$ cat src/rtl/achn_pkg.sv
package achn_pkg;

  typedef enum logic [1:0] {
    WL_16 = 2'b00,
    WL_20 = 2'b01,
    WL_24 = 2'b10,
    WL_32 = 2'b11
  } wlen_e;

  function automatic int unsigned wlen_bits(input wlen_e sel);
    int unsigned b;
    unique case (sel)
      WL_16:   b = 16;
      WL_20:   b = 20;
      WL_24:   b = 24;
      default: b = 32;
    endcase
    return b;
  endfunction

endpackage

$ cat src/rtl/achn_lr_frame.sv
module achn_lr_frame (
  input  logic clk,
  input  logic rst_n,
  input  logic lrclk,
  input  logic lr_pol,
  output logic lr_level,
  output logic lr_rise,
  output logic lr_change
);
  logic lr_prev;

  // polarity applied ahead of every framing decision
  assign lr_level  = lrclk ^ lr_pol;
  assign lr_rise   = lr_level & ~lr_prev;
  assign lr_change = lr_level ^ lr_prev;

  always_ff @(posedge clk or negedge rst_n) begin
    if (!rst_n) lr_prev <= 1'b0;
    else        lr_prev <= lr_level;
  end
endmodule

$ cat src/rtl/achn_delay_line.sv
module achn_delay_line #(
  parameter int DMAX = 64,
  localparam int DW  = $clog2(DMAX + 1),
  localparam int IW  = $clog2(DMAX)
) (
  input  logic          clk,
  input  logic          rst_n,
  input  logic          din,
  input  logic [DW-1:0] depth,
  input  logic          fwd_on,
  output logic          dout
);
  logic [DMAX-1:0] shreg;
  logic [IW-1:0]   tap_idx;

  // shifts in every cycle so the stream never stalls on a restart
  always_ff @(posedge clk or negedge rst_n) begin
    if (!rst_n) shreg <= '0;
    else        shreg <= {shreg[DMAX-2:0], din};
  end

  assign tap_idx = IW'(depth - DW'(1));
  assign dout    = fwd_on & shreg[tap_idx];
endmodule

$ cat src/rtl/achn_word_capture.sv
module achn_word_capture #(
  parameter int MAXW = 32,
  localparam int CW  = $clog2(MAXW + 1)
) (
  input  logic            clk,
  input  logic            rst_n,
  input  logic            din,
  input  logic            dsp,
  input  logic            lr_level,
  input  logic            lr_rise,
  input  logic            lr_change,
  input  logic [CW-1:0]   wbits,
  output logic [MAXW-1:0] left_o,
  output logic [MAXW-1:0] right_o,
  output logic            valid_o
);
  logic            active;
  logic            chan;       // 0 left, 1 right
  logic            have_left;
  logic [CW-1:0]   cnt;
  logic [MAXW-2:0] sh;
  logic [MAXW-1:0] lstage;
  logic [MAXW-1:0] nxt;
  logic [CW-1:0]   last_idx;
  logic            word_done;

  assign nxt       = {sh, din};
  assign last_idx  = wbits - CW'(1);
  assign word_done = active && (cnt == last_idx);

  always_ff @(posedge clk or negedge rst_n) begin
    if (!rst_n) begin
      active    <= 1'b0;
      chan      <= 1'b0;
      have_left <= 1'b0;
      cnt       <= '0;
      sh        <= '0;
      lstage    <= '0;
      left_o    <= '0;
      right_o   <= '0;
      valid_o   <= 1'b0;
    end else begin
      valid_o <= 1'b0;
      if (dsp) begin
        if (lr_rise) begin
          // frame edge: MSB of left word comes on the next edge
          active <= 1'b1;
          chan   <= 1'b0;
          cnt    <= '0;
          sh     <= '0;
        end else if (word_done) begin
          if (!chan) begin
            lstage <= nxt;
            chan   <= 1'b1;
            cnt    <= '0;
            sh     <= '0;
          end else begin
            left_o  <= lstage;
            right_o <= nxt;
            valid_o <= 1'b1;
            active  <= 1'b0;
          end
        end else if (active) begin
          cnt <= cnt + CW'(1);
          sh  <= nxt[MAXW-2:0];
        end
      end else begin
        if (lr_change) begin
          // level change: this edge carries the MSB
          active <= 1'b1;
          chan   <= ~lr_level;
          cnt    <= CW'(1);
          sh     <= {{(MAXW-2){1'b0}}, din};
          if (lr_level) have_left <= 1'b0;
        end else if (word_done) begin
          active <= 1'b0;
          if (!chan) begin
            lstage    <= nxt;
            have_left <= 1'b1;
          end else begin
            if (have_left) begin
              left_o  <= lstage;
              right_o <= nxt;
              valid_o <= 1'b1;
            end
            have_left <= 1'b0;
          end
        end else if (active) begin
          cnt <= cnt + CW'(1);
          sh  <= nxt[MAXW-2:0];
        end
      end
    end
  end


  valid_pulse_chk: assert property (@(posedge clk) disable iff (!rst_n)
    valid_o |=> !valid_o);


  cnt_bound_chk: assert property (@(posedge clk) disable iff (!rst_n)
    active |-> (cnt < wbits));


  restart_chk: assert property (@(posedge clk) disable iff (!rst_n)
    (dsp && lr_rise) |=> (active && !chan && cnt == '0 && !valid_o));
endmodule

$ cat src/rtl/audio_chain_rx.sv
module audio_chain_rx #(
  parameter int MAX_WORD = 32,
  localparam int CW   = $clog2(MAX_WORD + 1),
  localparam int DMAX = 2 * MAX_WORD,
  localparam int DW   = CW + 1
) (
  input  logic                clk,
  input  logic                rst_n,
  input  logic                lrclk,
  input  logic                din,
  input  logic [1:0]          wlen_sel,
  input  logic                dsp_mode,
  input  logic                lr_pol,
  input  logic                dout_en,
  output logic                dout,
  output logic [MAX_WORD-1:0] left_word,
  output logic [MAX_WORD-1:0] right_word,
  output logic                word_valid
);
  import achn_pkg::*;

  logic          lr_level, lr_rise, lr_change;
  logic [CW-1:0] wbits;
  logic [DW-1:0] depth;
  logic          fwd_on;

  assign wbits  = CW'(wlen_bits(wlen_e'(wlen_sel)));
  assign depth  = {wbits, 1'b0};
  assign fwd_on = dsp_mode & dout_en;

  achn_lr_frame u_frame (
    .clk       (clk),
    .rst_n     (rst_n),
    .lrclk     (lrclk),
    .lr_pol    (lr_pol),
    .lr_level  (lr_level),
    .lr_rise   (lr_rise),
    .lr_change (lr_change)
  );

  achn_delay_line #(.DMAX(DMAX)) u_dly (
    .clk    (clk),
    .rst_n  (rst_n),
    .din    (din),
    .depth  (depth),
    .fwd_on (fwd_on),
    .dout   (dout)
  );

  achn_word_capture #(.MAXW(MAX_WORD)) u_cap (
    .clk       (clk),
    .rst_n     (rst_n),
    .din       (din),
    .dsp       (dsp_mode),
    .lr_level  (lr_level),
    .lr_rise   (lr_rise),
    .lr_change (lr_change),
    .wbits     (wbits),
    .left_o    (left_word),
    .right_o   (right_word),
    .valid_o   (word_valid)
  );


  dout_quiet_chk: assert property (@(posedge clk) disable iff (!rst_n)
    !(dsp_mode && dout_en) |-> !dout);
endmodule

$ cat config.mk
export PLATFORM = sky130hd
export DESIGN_NAME = audio_chain_rx
export DESIGN_NICKNAME = d
export VERILOG_FILES = /design/src/rtl/achn_pkg.sv /design/src/rtl/achn_lr_frame.sv /design/src/rtl/achn_delay_line.sv /design/src/rtl/achn_word_capture.sv /design/src/rtl/audio_chain_rx.sv
export SDC_FILE = /design/constraint.sdc
export NUM_CORES = 1
export LEC_CHECK = 0
export BUFFER_PORTS_ARGS = -buffer_cell sky130_fd_sc_hd__buf_2
export CAP_MARGIN = 25
export CORE_MARGIN = 2
export CORE_UTILIZATION = 45
export CTS_CLUSTER_SIZE = 28
export DETAILED_ROUTE_END_ITERATION = 8
export GPL_TIMING_DRIVEN = 0
export HOLD_SLACK_MARGIN = 0.1
export SETUP_SLACK_MARGIN = 0.2
export SYNTH_ARGS = -nofsm -noshare
export SYNTH_HDL_FRONTEND = slang
export SYNTH_HIERARCHICAL = 1
export SYNTH_SLANG_ARGS = --single-unit
$ cat constraint.sdc
create_clock -name clk -period 2.65 [get_ports clk]
set_input_delay 0.3975 -clock clk [delete_from_list [all_inputs] [get_ports clk]]
set_output_delay 0.3975 -clock clk [all_outputs]
set_load 0.05 [all_outputs]
# ---- Word level (Yosys, flattened, before mapping)
# Index checks and enable logic that the tools add are counted.
dict set report totals {
  reg_bits 202
}
dict set report op_classes {
  n_reduce_logical 12
  bitwise 8
  n_eq_ne 10
  n_addsub 3
  order_cmp 1
  mux 60
}
# op n
set op_table {}
lappend op_table {{$mux 32} 21}
lappend op_table {{$mux 31} 7}
lappend op_table {{$mux 6} 7}
lappend op_table {{$mux 1} 23}
lappend op_table {{$pmux 6 s3} 1}
lappend op_table {{$sub 6x1->6 const B} 2}
lappend op_table {{$lt 6x7->1 const B} 1}
lappend op_table {{$add 6x1->6 const B} 1}
lappend op_table {{$bmux 1 s6} 1}
lappend op_table {{$eq 6x6->1} 1}
lappend op_table {{$ne 3x1->1 const B} 2}
lappend op_table {{$reduce_and 2->1} 3}
lappend op_table {{$reduce_and 3->1} 2}
lappend op_table {{$reduce_bool 2->1} 3}
lappend op_table {{$reduce_and 5->1} 1}
lappend op_table {{$ne 2x2->1 const B} 2}
lappend op_table {{$ne 4x4->1 const B} 1}
lappend op_table {{$and 1x1->1} 3}
lappend op_table {{$ne 3x3->1 const B} 1}
lappend op_table {{$not 1->1} 3}
lappend op_table {{$reduce_bool 3->1} 1}
lappend op_table {{$eq 2x1->1 const B} 1}
lappend op_table {{$eq 2x2->1 const B} 1}
lappend op_table {{$logic_not 2->1} 1}
lappend op_table {{3 further kinds} 4}

# ---- Logic depth before layout (Yosys ltp)
# Gate-level depths: netlist of the first run.
dict set report logic_depth {
  word_depth 8
  depth_mapped 11
  ltp_nobuf 9
}

# ---- Cells and area by module
# The synthesis of the first run kept the hierarchy.
# mod seq_area_each_um2 cells_per_inst area_per_inst_um2 n_inst
set by_module_without_submodules {}
lappend by_module_without_submodules {achn_word_capture 3428.3 367 5455.2 1}
lappend by_module_without_submodules {achn_delay_line 1601.5 133 2366.0 1}
lappend by_module_without_submodules {achn_lr_frame 25.0 6 62.6 1}
lappend by_module_without_submodules {audio_chain_rx 0.0 6 36.3 1}

# ---- Worst setup path after synthesis of the first run
# Ideal clock, no wire load.
dict set report synth_path {
  path_kind {in2out}
  from {in wlen_sel[1]}
  to {out dout}
  arrival_ns 2.499
  required_time_ns 2.253
  slack_ns -0.246
  path_stages 7
  cell_sequence {nor2b_1 > clkbuf_1 > or4_1 > or3_1 > a21boi_1 > o221ai_1 > o2bb2ai_1}
}
dict set report synth_via {
  elab_chain_len 6
}
# element line
set synth_rtl {}
lappend synth_rtl {{start, declared} audio_chain_rx.sv:11} ;# input logic [1:0] wlen_sel,
lappend synth_rtl {{$eq 2x2->1 (tied with other cells)} achn_pkg.sv:12} ;# unique case (sel)
lappend synth_rtl {{$pmux 6 s3 *} achn_pkg.sv:12}
lappend synth_rtl {{$sub 6x1->6 *} achn_delay_line.sv:22} ;# assign tap_idx = IW'(depth - DW'(1));
lappend synth_rtl {{$bmux 1 s6 *} achn_delay_line.sv:23} ;# assign dout = fwd_on & shreg[tap_idx];
lappend synth_rtl {{$mux 1 (not written as such) *} achn_delay_line.sv:23}
lappend synth_rtl {{$and 1x1->1 *} achn_delay_line.sv:23}
lappend synth_rtl {{end, declared} audio_chain_rx.sv:15} ;# output logic dout,
# Mark *: on every way between the ends. The rest lies on a longest branch, timed or not. The select of a mux whose other input is x is not followed.

# ---- Worst setup path in the final report of the first run
dict set report layout_path {
  from {in wlen_sel[1]}
  to {out dout}
}
dict set report layout_via {
  elab_chain_len 6
}
# element line
set layout_rtl {}
lappend layout_rtl {{$eq 2x2->1 (tied with other cells)} achn_pkg.sv:12}
lappend layout_rtl {{$pmux 6 s3 *} achn_pkg.sv:12}
lappend layout_rtl {{named net depth[4]} audio_chain_rx.sv:24} ;# logic [DW-1:0] depth;
lappend layout_rtl {{$sub 6x1->6 *} achn_delay_line.sv:22}
lappend layout_rtl {{$bmux 1 s6 *} achn_delay_line.sv:23}
lappend layout_rtl {{$mux 1 (not written as such) *} achn_delay_line.sv:23}
lappend layout_rtl {{$and 1x1->1 *} achn_delay_line.sv:23}
# The timed path passes the listed nets; every way through them passes the cells marked *. The select of a mux whose other input is x is not followed.

==> results_dict.tcl, run 1 <==
set metrics [dict create \
    status "completed" \
    ff2ff_path_depth 10 \
    portBuffers 74 \
    cp_max_fo 4 \
    vias_per_cell 5.21 \
    clockRootBuffer "clkbuf_16" \
    final_nets 658 \
    period_needed_ns 2.61 \
    wire_per_inst_um 18.1 \
    synth_top_area_cell "dfrtp_1" \
    critPathMaxStageDelay_ns 0.49 \
    netlist_instances 512 \
    ant_nets 0 \
    ys_seq_area_frac 0.638 \
    design_area_um2 10000 \
    clock_path_buffers 3 \
    grt_first_pass_wirelength_um 25300 \
    final_cell_mix "202 x dfrtp_1, 84 x buf_2, 65 x mux2_2, 32 x a22o_1" \
    final_common_cell "dfrtp_1" \
    clock_latency_ns 0.50 \
    rsz0062_at_grt "true" \
    antennaDiodeCount 0 \
    p_leak_nw 5.00 \
    rows 48 \
    syn_to_final_growth_pct 26.7 \
    hp-class "primary input to flip-flop" \
    synth-seq-cells 202 \
    drt-initial-drc-count 241 \
    synth_enable_flop_cells 0 \
    worstSetupStartpointType "primary input" \
    synth_area_leaders "dfrtp_1 64%, mux2_2 13%, a22o_1 3.5%, mux4_2 2.8%, mux4_1 2.0%" \
    path_buf_inv 3 \
    critPathRequiredTime_ns 2.25 \
    place_congestion 0.787 \
    cts_sinks 202 \
    r2r_start "u_cap/cnt[4]" \
    min_to "u_frame/lr_prev" \
    postSynthAreaPerCell_um2 15.5 \
    yosysTopAreaCellShare 0.638 \
    tightestPinTransition_ns 0.684 \
    p_int_mw 5.70 \
    remaining_drc_errors 0 \
    switchingPower_mw 1.86 \
    clk_pin_slew_ns 0.06 \
    pwr-share-clk 0.431 \
    async_reset_ff_frac 1.00 \
    end_kind "primary output" \
    htreeDepth 1 \
    drive_above_1_share 0.433 \
    holdPathStages 2 \
    p_total_mw 7.57 \
    path_cells "buf_2 -> nor2b_4 -> clkbuf_8 -> or4_4 -> or3_4 -> a21boi_2 -> o221ai_2 -> o2bb2ai_4 -> buf_6" \
    criticalPathCategory "primary input to primary output" \
    fmax_mhz 383 \
    cap_violations 0 \
    regToRegSetupSlack_ns 0.29 \
    core_region_area_um2 17200 \
    die_w_um 137 \
    grt_antenna_before_repair 0 \
    syn-cell-area_um2 7920 \
    multi_input_area_um2 2890 \
    seq_power_share 0.449 \
    finalMaxSlewViolations 0 \
    track_usage 0.172 \
    switching_share 0.246 \
    rr_endpoint "u_cap/right_o[29]" \
    grt_overflow 0 \
    min_period_over_period 0.985 \
    synth_warnings 6 \
    path_delay_family "simple AND/OR/NAND/NOR gates" \
    cp.arrival_ns 2.21 \
    grt_max_degree 112 \
    nFillCells 1358 \
    hpwl_um 10100 \
    irDropWorstVdd_v 0.000504 \
    dr.pass1.iters 4 \
    cts_tree "yes" \
    min-delay-start "lrclk" \
    postPlaceCellArea_um2 8700 \
    seqCellArea_um2 5050 \
    cp_slowest_cell "or4_4" \
    ys.flop_type "dfrtp_1" \
    p_comb_frac 0.120 \
    drt_wl_total_um 16000 \
    vias 4613 \
    setup_viol 0 \
    hold_viol 0 \
    initial_core_util 0.459 \
    cts_buffers 22 \
    yosysUniqueCellTypes 55 \
    finalClockSkew_ns 0.0103 \
    grt_pass1_vias 4786 \
    dieArea_um2 18700 \
    relSlewSlack 0.544 \
    power.density_nw_per_um2 754 \
    chipHeight_um 137 \
    ios 75 \
]
## per-layer routing
| metal | share of wire | up-vias | GRT usage |
|---|---|---|---|
| li1 | - | 2116 | - |
| met1 | 0.45 | 2375 | 0.242 |
| met2 | 0.47 | 93 | 0.272 |
| met3 | 0.050 | 29 | 0.0367 |
| met4 | 0.022 | 0 | 0.0515 |
| met5 | 0 | - | 0 |
## power by group through the flow
stage / clock (mW) / sequential, mW / combinational (mW)
finish: 3.26 / 3.40 / 0.910
global route: 3.48 / 3.42 / 1.00
CTS: 3.35 / 3.39 / 0.866
detailed placement: 0 / 3.45 / 0.827
global placement: 0 / 3.44 / 0.809
floorplan: 0 / 3.50 / 0.519
## worst max-delay path by stage
| stage | startpoint | endpoint | slack, ns | depth (start not counted) |
|---|---|---|---|---|
| floorplan | wlen_sel[1] | dout | 0.20 | 7 |
| global placement | rst_n | u_cap/right_o[24] | -1.99 | 1 |
| detailed placement | wlen_sel[1] | dout | -0.29 | 9 |
| CTS | u_dly/shreg[7] | dout | 0.03 | 6 |
| global route | u_dly/shreg[7] | dout | -0.04 | 6 |
| finish | wlen_sel[1] | dout | 0.04 | 9 |
## cell usage after synthesis (6+ instances only)
master,number
xnor2_1,7
nor2_1,9
dfrtp_1,202
inv_1,18
xor2_1,7
mux2_2,93
mux4_2,10
o21ai_0,7
a21oi_1,7
mux4_1,6
buf_6,9
a22o_1,32
nand2_1,14
buf_2,14
## sequential cells by signal, summed over array words and instances (netlist names), 6 cells and up
signal,cells
u_cap/lstage,32
u_cap/cnt,6
u_cap/sh,31
u_cap/right_o,32
u_cap/left_o,32
u_dly/shreg,64
## logic make-up (layout without fill, tap and decap cells)
kind of cell,after synthesis,in the layout,share of synthesized area
DFF,202,202,0.638
muxes,117,117,0.191
AOI/OAI and AO/OA,71,71,0.0728
and+or+nand+nor,56,56,0.0406
buffers and inverters,46,183,0.0325
xor gates and xnor gates,15,15,0.0175
adders and majority gates,4,4,0.00632
other,1,13,0.000473
## timing repair
item,CTS,global route
endpoints found under the setup margin,77,112
setup buffers,9,6
resized for setup,15,52
cloned,0,5
pin swaps,8,7
hold buffers,1,1
hold endpoints to repair,91,1
## stage by stage
stage	cells	utilization	hold WS [ns]	setup WS (ns)	setup TNS [ns]
global route	886	0.582	0.175	-0.0415	-0.0415
CTS	874	0.560	0.102	0.0275	0
finish	886	0.582	0.177	0.0406	0
detailed placement	824	0.505	0.356	-0.293	-13.34
floorplan	524	-	0.102	0.200	0
global placement	823	0.503	0.353	-1.99	-411.88
## layout make-up
class	instances	area share
well taps	225	0.0280
inverters	18	0.00673
plain buffers	28	0.0266
repair buffers	97	0.0681
clock inverters	8	0.0117
flip-flops and latches	202	0.504
multi-input cells	276	0.288
clock buffers	32	0.0677
Power figures use the tool's default switching activity.
==> run 2, diff against run 1 <==
--- a/config.mk
+++ b/config.mk
@@ -7,6 +7,7 @@
 export LEC_CHECK = 0
 export BUFFER_PORTS_ARGS = -buffer_cell sky130_fd_sc_hd__buf_2
 export CAP_MARGIN = 25
+export CORE_ASPECT_RATIO = 0.75
 export CORE_MARGIN = 2
 export CORE_UTILIZATION = 45
 export CTS_CLUSTER_SIZE = 28
==> run 2 against run 1 <==
Effect of this change:
- via count fell by 1.6%
- cell area shrank 3.6%
- hold slack worse by 0.020 ns
- sequential power is essentially flat
- power decreased by 2.9%
==> results_dict.tcl, run 2 (same netlist as run 1, synthesis figures left out) <==
set metrics [dict create \
    status "completed" \
    min_period_over_period 0.993 \
    cts_sinks 202 \
    track_usage 0.172 \
    ios 75 \
    grt_max_degree 111 \
    die_w_um 157 \
    end_kind "primary output" \
    dr.pass1.iters 4 \
    setup_tns_ns 0 \
    tightestPinTransition_ns 0.831 \
    cts_tree "yes" \
    syn_to_final_growth_pct 22.2 \
    final_nets 647 \
    grt_overflow 0 \
    path_buf_inv 3 \
    initial_core_util 0.465 \
    htreeDepth 1 \
    path_cells "buf_2 -> nor2b_4 -> clkbuf_8 -> or4_4 -> or3_4 -> a21boi_2 -> o221ai_2 -> o2bb2ai_4 -> buf_6" \
    final_common_cell "dfrtp_1" \
    clk_pin_slew_ns 0.06 \
    largest_reg_flops 64 \
    cp.arrival_ns 2.23 \
    critPathRequiredTime_ns 2.25 \
    drive_above_1_share 0.413 \
    path_delay_family "simple AND/OR/NAND/NOR gates" \
    switching_share 0.246 \
    vias_per_cell 5.15 \
    hold_viol 0 \
    vias 4541 \
    rsz0062_at_grt "true" \
    cp_max_fo 4 \
    place_inst 835 \
    fin_cells 882 \
    critPathMaxStageDelay_ns 0.49 \
    criticalPathCategory "primary input to primary output" \
    antennaDiodeCount 0 \
    irDropWorstVdd_v 0.000425 \
    period_needed_ns 2.63 \
    grt_first_pass_wirelength_um 25500 \
    ant_nets 0 \
    cap_violations 0 \
    grt_pass1_vias 4649 \
    switchingPower_mw 1.81 \
    grt_antenna_before_repair 0 \
    highest_layer "met4" \
    clockRootBuffer "clkbuf_16" \
    p_comb_frac 0.122 \
    place_congestion 0.833 \
    final_cell_mix "202 x dfrtp_1, 89 x mux2_2, 82 x buf_2, 32 x a22o_1, 21 x clkbuf_16" \
    p_int_mw 5.54 \
    hold_ws_ns 0.156 \
    relSlewSlack 0.446 \
    pwr-share-clk 0.416 \
    wire_per_inst_um 17.4 \
    finalMaxSlewViolations 0 \
    p_leak_nw 4.84 \
    seqCellArea_um2 5050 \
    met1_length_um 7620 \
    drt-initial-drc-count 198 \
    clock_path_buffers 3 \
    wl_met3_um 616 \
    cp_slowest_cell "or4_4" \
    remaining_drc_errors 0 \
    core_region_area_um2 17000 \
    wl_met2_um 6930 \
    drt_wl_total_um 15400 \
    cts_buffers 20 \
    rows 41 \
    hpwl_um 10200 \
    dieArea_um2 18700 \
    portBuffers 74 \
    regMostFlops "u_dly/shreg" \
    finalClockSkew_ns 0.00678 \
    worstSetupStartpointType "primary input" \
    multi_input_area_um2 2770 \
    hp-class "primary input to flip-flop" \
    clock_latency_ns 0.48 \
    nFillCells 1392 \
    seq_power_share 0.462 \
    fmax_mhz 380 \
    chipHeight_um 119 \
    setup_viol 0 \
    power.density_nw_per_um2 759 \
]
[run 2: changes by cell type in the layout (fill, tap and decap cells not counted), sizes merged]
cell      delta
buf          -6
bufinv       +1
clkbuf       -7
clkinv       -4
clkinvlp     +1
[run 2: final timing paths]
check | to | from | cells after the start | slack [ns]
setup reg to reg | u_cap/right_o[7] | u_cap/cnt[4] | 9 | 0.28
hold reg to reg | u_dly/shreg[41] | u_dly/shreg[40] | 0 | 0.37
max in group asynchronous | u_cap/right_o[18] | rst_n | 3 | 1.20
setup / recovery | dout | wlen_sel[1] | 9 | 0.02
hold / removal | u_frame/lr_prev | lrclk | 2 | 0.16
min in group asynchronous | u_cap/cnt[4] | rst_n | 2 | 0.54
[run 2: metrics by stage]
stage	utilization	instance area (um^2)	setup slack [ns]	total power [mW]
2_1_floorplan	-	8010	0.200	4.02
3_3_place_gp	0.510	8680	-2.05	4.25
3_5_place_dp	0.512	8720	-0.319	4.28
4_1_cts	0.561	9560	0.00385	7.41
5_1_grt	0.568	9680	-0.0242	7.66
6_report	0.568	9680	0.0189	7.35
[run 2: power groups by stage]
stage | Sequential, mW | Clock (mW) | Combinational, mW
floorplan | 3.50 | 0 | 0.519
global placement | 3.44 | 0 | 0.807
detailed placement | 3.45 | 0 | 0.832
CTS | 3.40 | 3.15 | 0.865
global route | 3.42 | 3.26 | 0.982
finish | 3.39 | 3.06 | 0.894
[run 2: layout make-up]
| type | instances | area share |
|---|---|---|
| flip-flops and latches | 202 | 0.522 |
| multi-input cells | 276 | 0.286 |
| clock buffers | 28 | 0.0601 |
| repair buffers | 88 | 0.0538 |
| well taps | 236 | 0.0305 |
| plain buffers | 28 | 0.0262 |
| clock inverters | 6 | 0.0140 |
| inverters | 18 | 0.00698 |
[run 2: metal layers]
layer / GRT usage / vias to the layer above
met5: 0 / -
met4: 0.0341 / 0
met3: 0.0386 / 17
met2: 0.259 / 75
li1: - / 2081
met1: 0.258 / 2368
[run 2: timing repair]
action	in CTS	in global routing
pin swaps	5	8
hold buffers	2	0
resized for setup	16	18
buffers inserted	5	6
hold endpoints to repair	110	0
setup endpoints to repair	63	123
==> run 3, diff against run 2 <==
--- a/config.mk
+++ b/config.mk
@@ -14,6 +14,7 @@
 export DETAILED_ROUTE_END_ITERATION = 8
 export GPL_TIMING_DRIVEN = 0
 export HOLD_SLACK_MARGIN = 0.1
+export PLACE_DENSITY = 0.66
 export SETUP_SLACK_MARGIN = 0.2
 export SYNTH_ARGS = -nofsm -noshare
 export SYNTH_HDL_FRONTEND = slang
==> constraint.sdc (replaced) <==
create_clock -name clk -period 2.38 [get_ports clk]
set_input_delay 0.357 -clock clk [delete_from_list [all_inputs] [get_ports clk]]
set_output_delay 0.357 -clock clk [all_outputs]
set_load 0.05 [all_outputs]
==> run 3 against run 2 <==
Effect of this change:
- the flow now finishes with violations (setup timing)
- clock skew up 0.0033 ns
- sequential share of layout area shrank 5.4 points
- first-iteration DRC count increased by 64%
- final cell count is 4.0% higher
- register-to-register slack got worse by 0.40 ns
- non-clock buffer count rose by 33
- cell area up 12%
- clock power increased by 5%
- count of clock-buffer cells in the layout increased by 2
- critical path depth unchanged
- setup slack got worse by 0.22 ns
- critical endpoint unchanged
- largest power group unchanged
==> results_dict.tcl, run 3 (same netlist as run 1, synthesis figures left out) <==
set metrics [dict create \
    vias_per_cell 5.33 \
    antennaDiodeCount 0 \
    wire_per_inst_um 20.2 \
    finalClockSkew_ns 0.0101 \
    drive_above_1_share 0.470 \
    die_w_um 157 \
    final_nets 681 \
    period_needed_ns 2.58 \
    status "finished with violations" \
    track_usage 0.200 \
    relSlewSlack 0.586 \
    place_inst 835 \
    ant_nets 0 \
    chipHeight_um 119 \
    portBuffers 74 \
    design_area_um2 10800 \
    largest_reg_flops 64 \
    cp.arrival_ns 2.23 \
    place_congestion 0.849 \
    grt_first_pass_wirelength_um 29700 \
    criticalPathCategory "primary input to primary output" \
    vias 4890 \
    setup_viol 98 \
    cts_buffers 21 \
    grt_pass1_vias 5173 \
    post-place-ws_ns -0.509 \
    min_period_over_period 1.09 \
    postPlaceCellArea_um2 8810 \
    syn_to_final_growth_pct 36.5 \
    fin_cells 917 \
    critPathRequiredTime_ns 2.02 \
    power.density_nw_per_um2 784 \
    rows 41 \
    dieArea_um2 18700 \
    cap_violations 0 \
    end_kind "primary output" \
    drt_wl_total_um 18600 \
    drt-initial-drc-count 325 \
    irDropWorstVdd_v 0.000436 \
    violations "setup timing" \
    dr.pass1.iters 5 \
    grt_antenna_before_repair 0 \
    hpwl_um 10200 \
    hp-class "primary input to flip-flop" \
    fmax_mhz 387 \
    tightestPinTransition_ns 0.621 \
    cp_max_fo 7 \
    grt_overflow 0 \
    worstSetupStartpointType "primary input" \
    clock_latency_ns 0.50 \
    final_util 0.635 \
    p_total_mw 8.48 \
    cts_tree "yes" \
    clock_path_buffers 3 \
    clockRootBuffer "clkbuf_16" \
    final_cell_mix "200 x dfrtp_1, 77 x mux2_4, 74 x buf_2, 32 x a22o_1, 23 x clkbuf_16" \
    hold_viol 0 \
    nFillCells 1189 \
    grt_max_degree 122 \
    htreeDepth 1 \
    core_region_area_um2 17000 \
    regMostFlops "u_dly/shreg" \
    remaining_drc_errors 0 \
    p_leak_nw 5.31 \
    fin_ws_ns -0.203 \
    initial_core_util 0.465 \
    final_common_cell "dfrtp_1" \
    ios 75 \
    clk_pin_slew_ns 0.06 \
    finalMaxSlewViolations 0 \
    cts_sinks 202 \
    rsz0062_at_grt "true" \
]
==> run 3: area by class of cell <==
type	count	area, um^2	area share
buffer	28	375	0.0347
clock buffer	30	609	0.0564
clock inverter	6	61.3	0.00567
inverter	18	67.6	0.00625
multi-input combinational	276	3140	0.290
sequential	202	5060	0.468
tap	236	295	0.0273
timing repair buffer	121	1210	0.112
==> run 3: worst paths after layout <==
kind,slack [ns],endpoint,start,depth (start not counted)
max,-0.20,dout,wlen_sel[1],9
min in group asynchronous,0.42,u_dly/shreg[24],rst_n,2
min reg2reg,0.36,u_dly/shreg[63],u_dly/shreg[62],0
max reg2reg,-0.12,u_cap/lstage[24],u_cap/cnt[3],10
min,0.11,u_frame/lr_prev,lrclk,2
max in group asynchronous,0.97,u_cap/right_o[25],rst_n,3
==> run 3: timing repair <==
item	4_1_cts	5_1_grt
setup buffers	25	4
gates resized for setup	141	20
hold endpoints to repair	82	0
cloned	14	1
setup endpoints to repair	129	137
pin swaps	12	8
hold buffers	2	0
==> run 3: per-stage QoR <==
| stage | setup TNS (ns) | hold slack, ns |
|---|---|---|
| after global placement | -459.51 | 0.353 |
| after global routing | -15.07 | 0.112 |
| after detailed placement | -34.08 | 0.354 |
| after floorplan | 0 | 0.0614 |
| after CTS | -3.20 | 0.103 |
| final | -3.82 | 0.113 |
==> run 3: per-layer routing <==
| metal | GRT usage | vias up | routed length, um |
|---|---|---|---|
| met5 | 0 | - | 0 |
| met4 | 0.0574 | 0 | 609 |
| li1 | - | 2170 | - |
| met3 | 0.0284 | 50 | 791 |
| met2 | 0.293 | 141 | 8400 |
| met1 | 0.312 | 2529 | 8760 |
==> run 3: report_power, final <==
part | total (mW) | switching, mW | internal (mW)
Combinational | 1.48 | 0.737 | 0.743
Sequential | 3.80 | 0.169 | 3.63
Clock | 3.20 | 1.31 | 1.89
Total | 8.48 | 2.22 | 6.26
==> run 3: critical path: stages <==
cell,delay [ns]
buf_2,0.12
nor2b_4,0.15
clkbuf_8,0.16
or4_4,0.47
o21ai_4,0.17
nand3_1,0.15
a311oi_2,0.34
o2bb2ai_4,0.16
buf_8,0.16
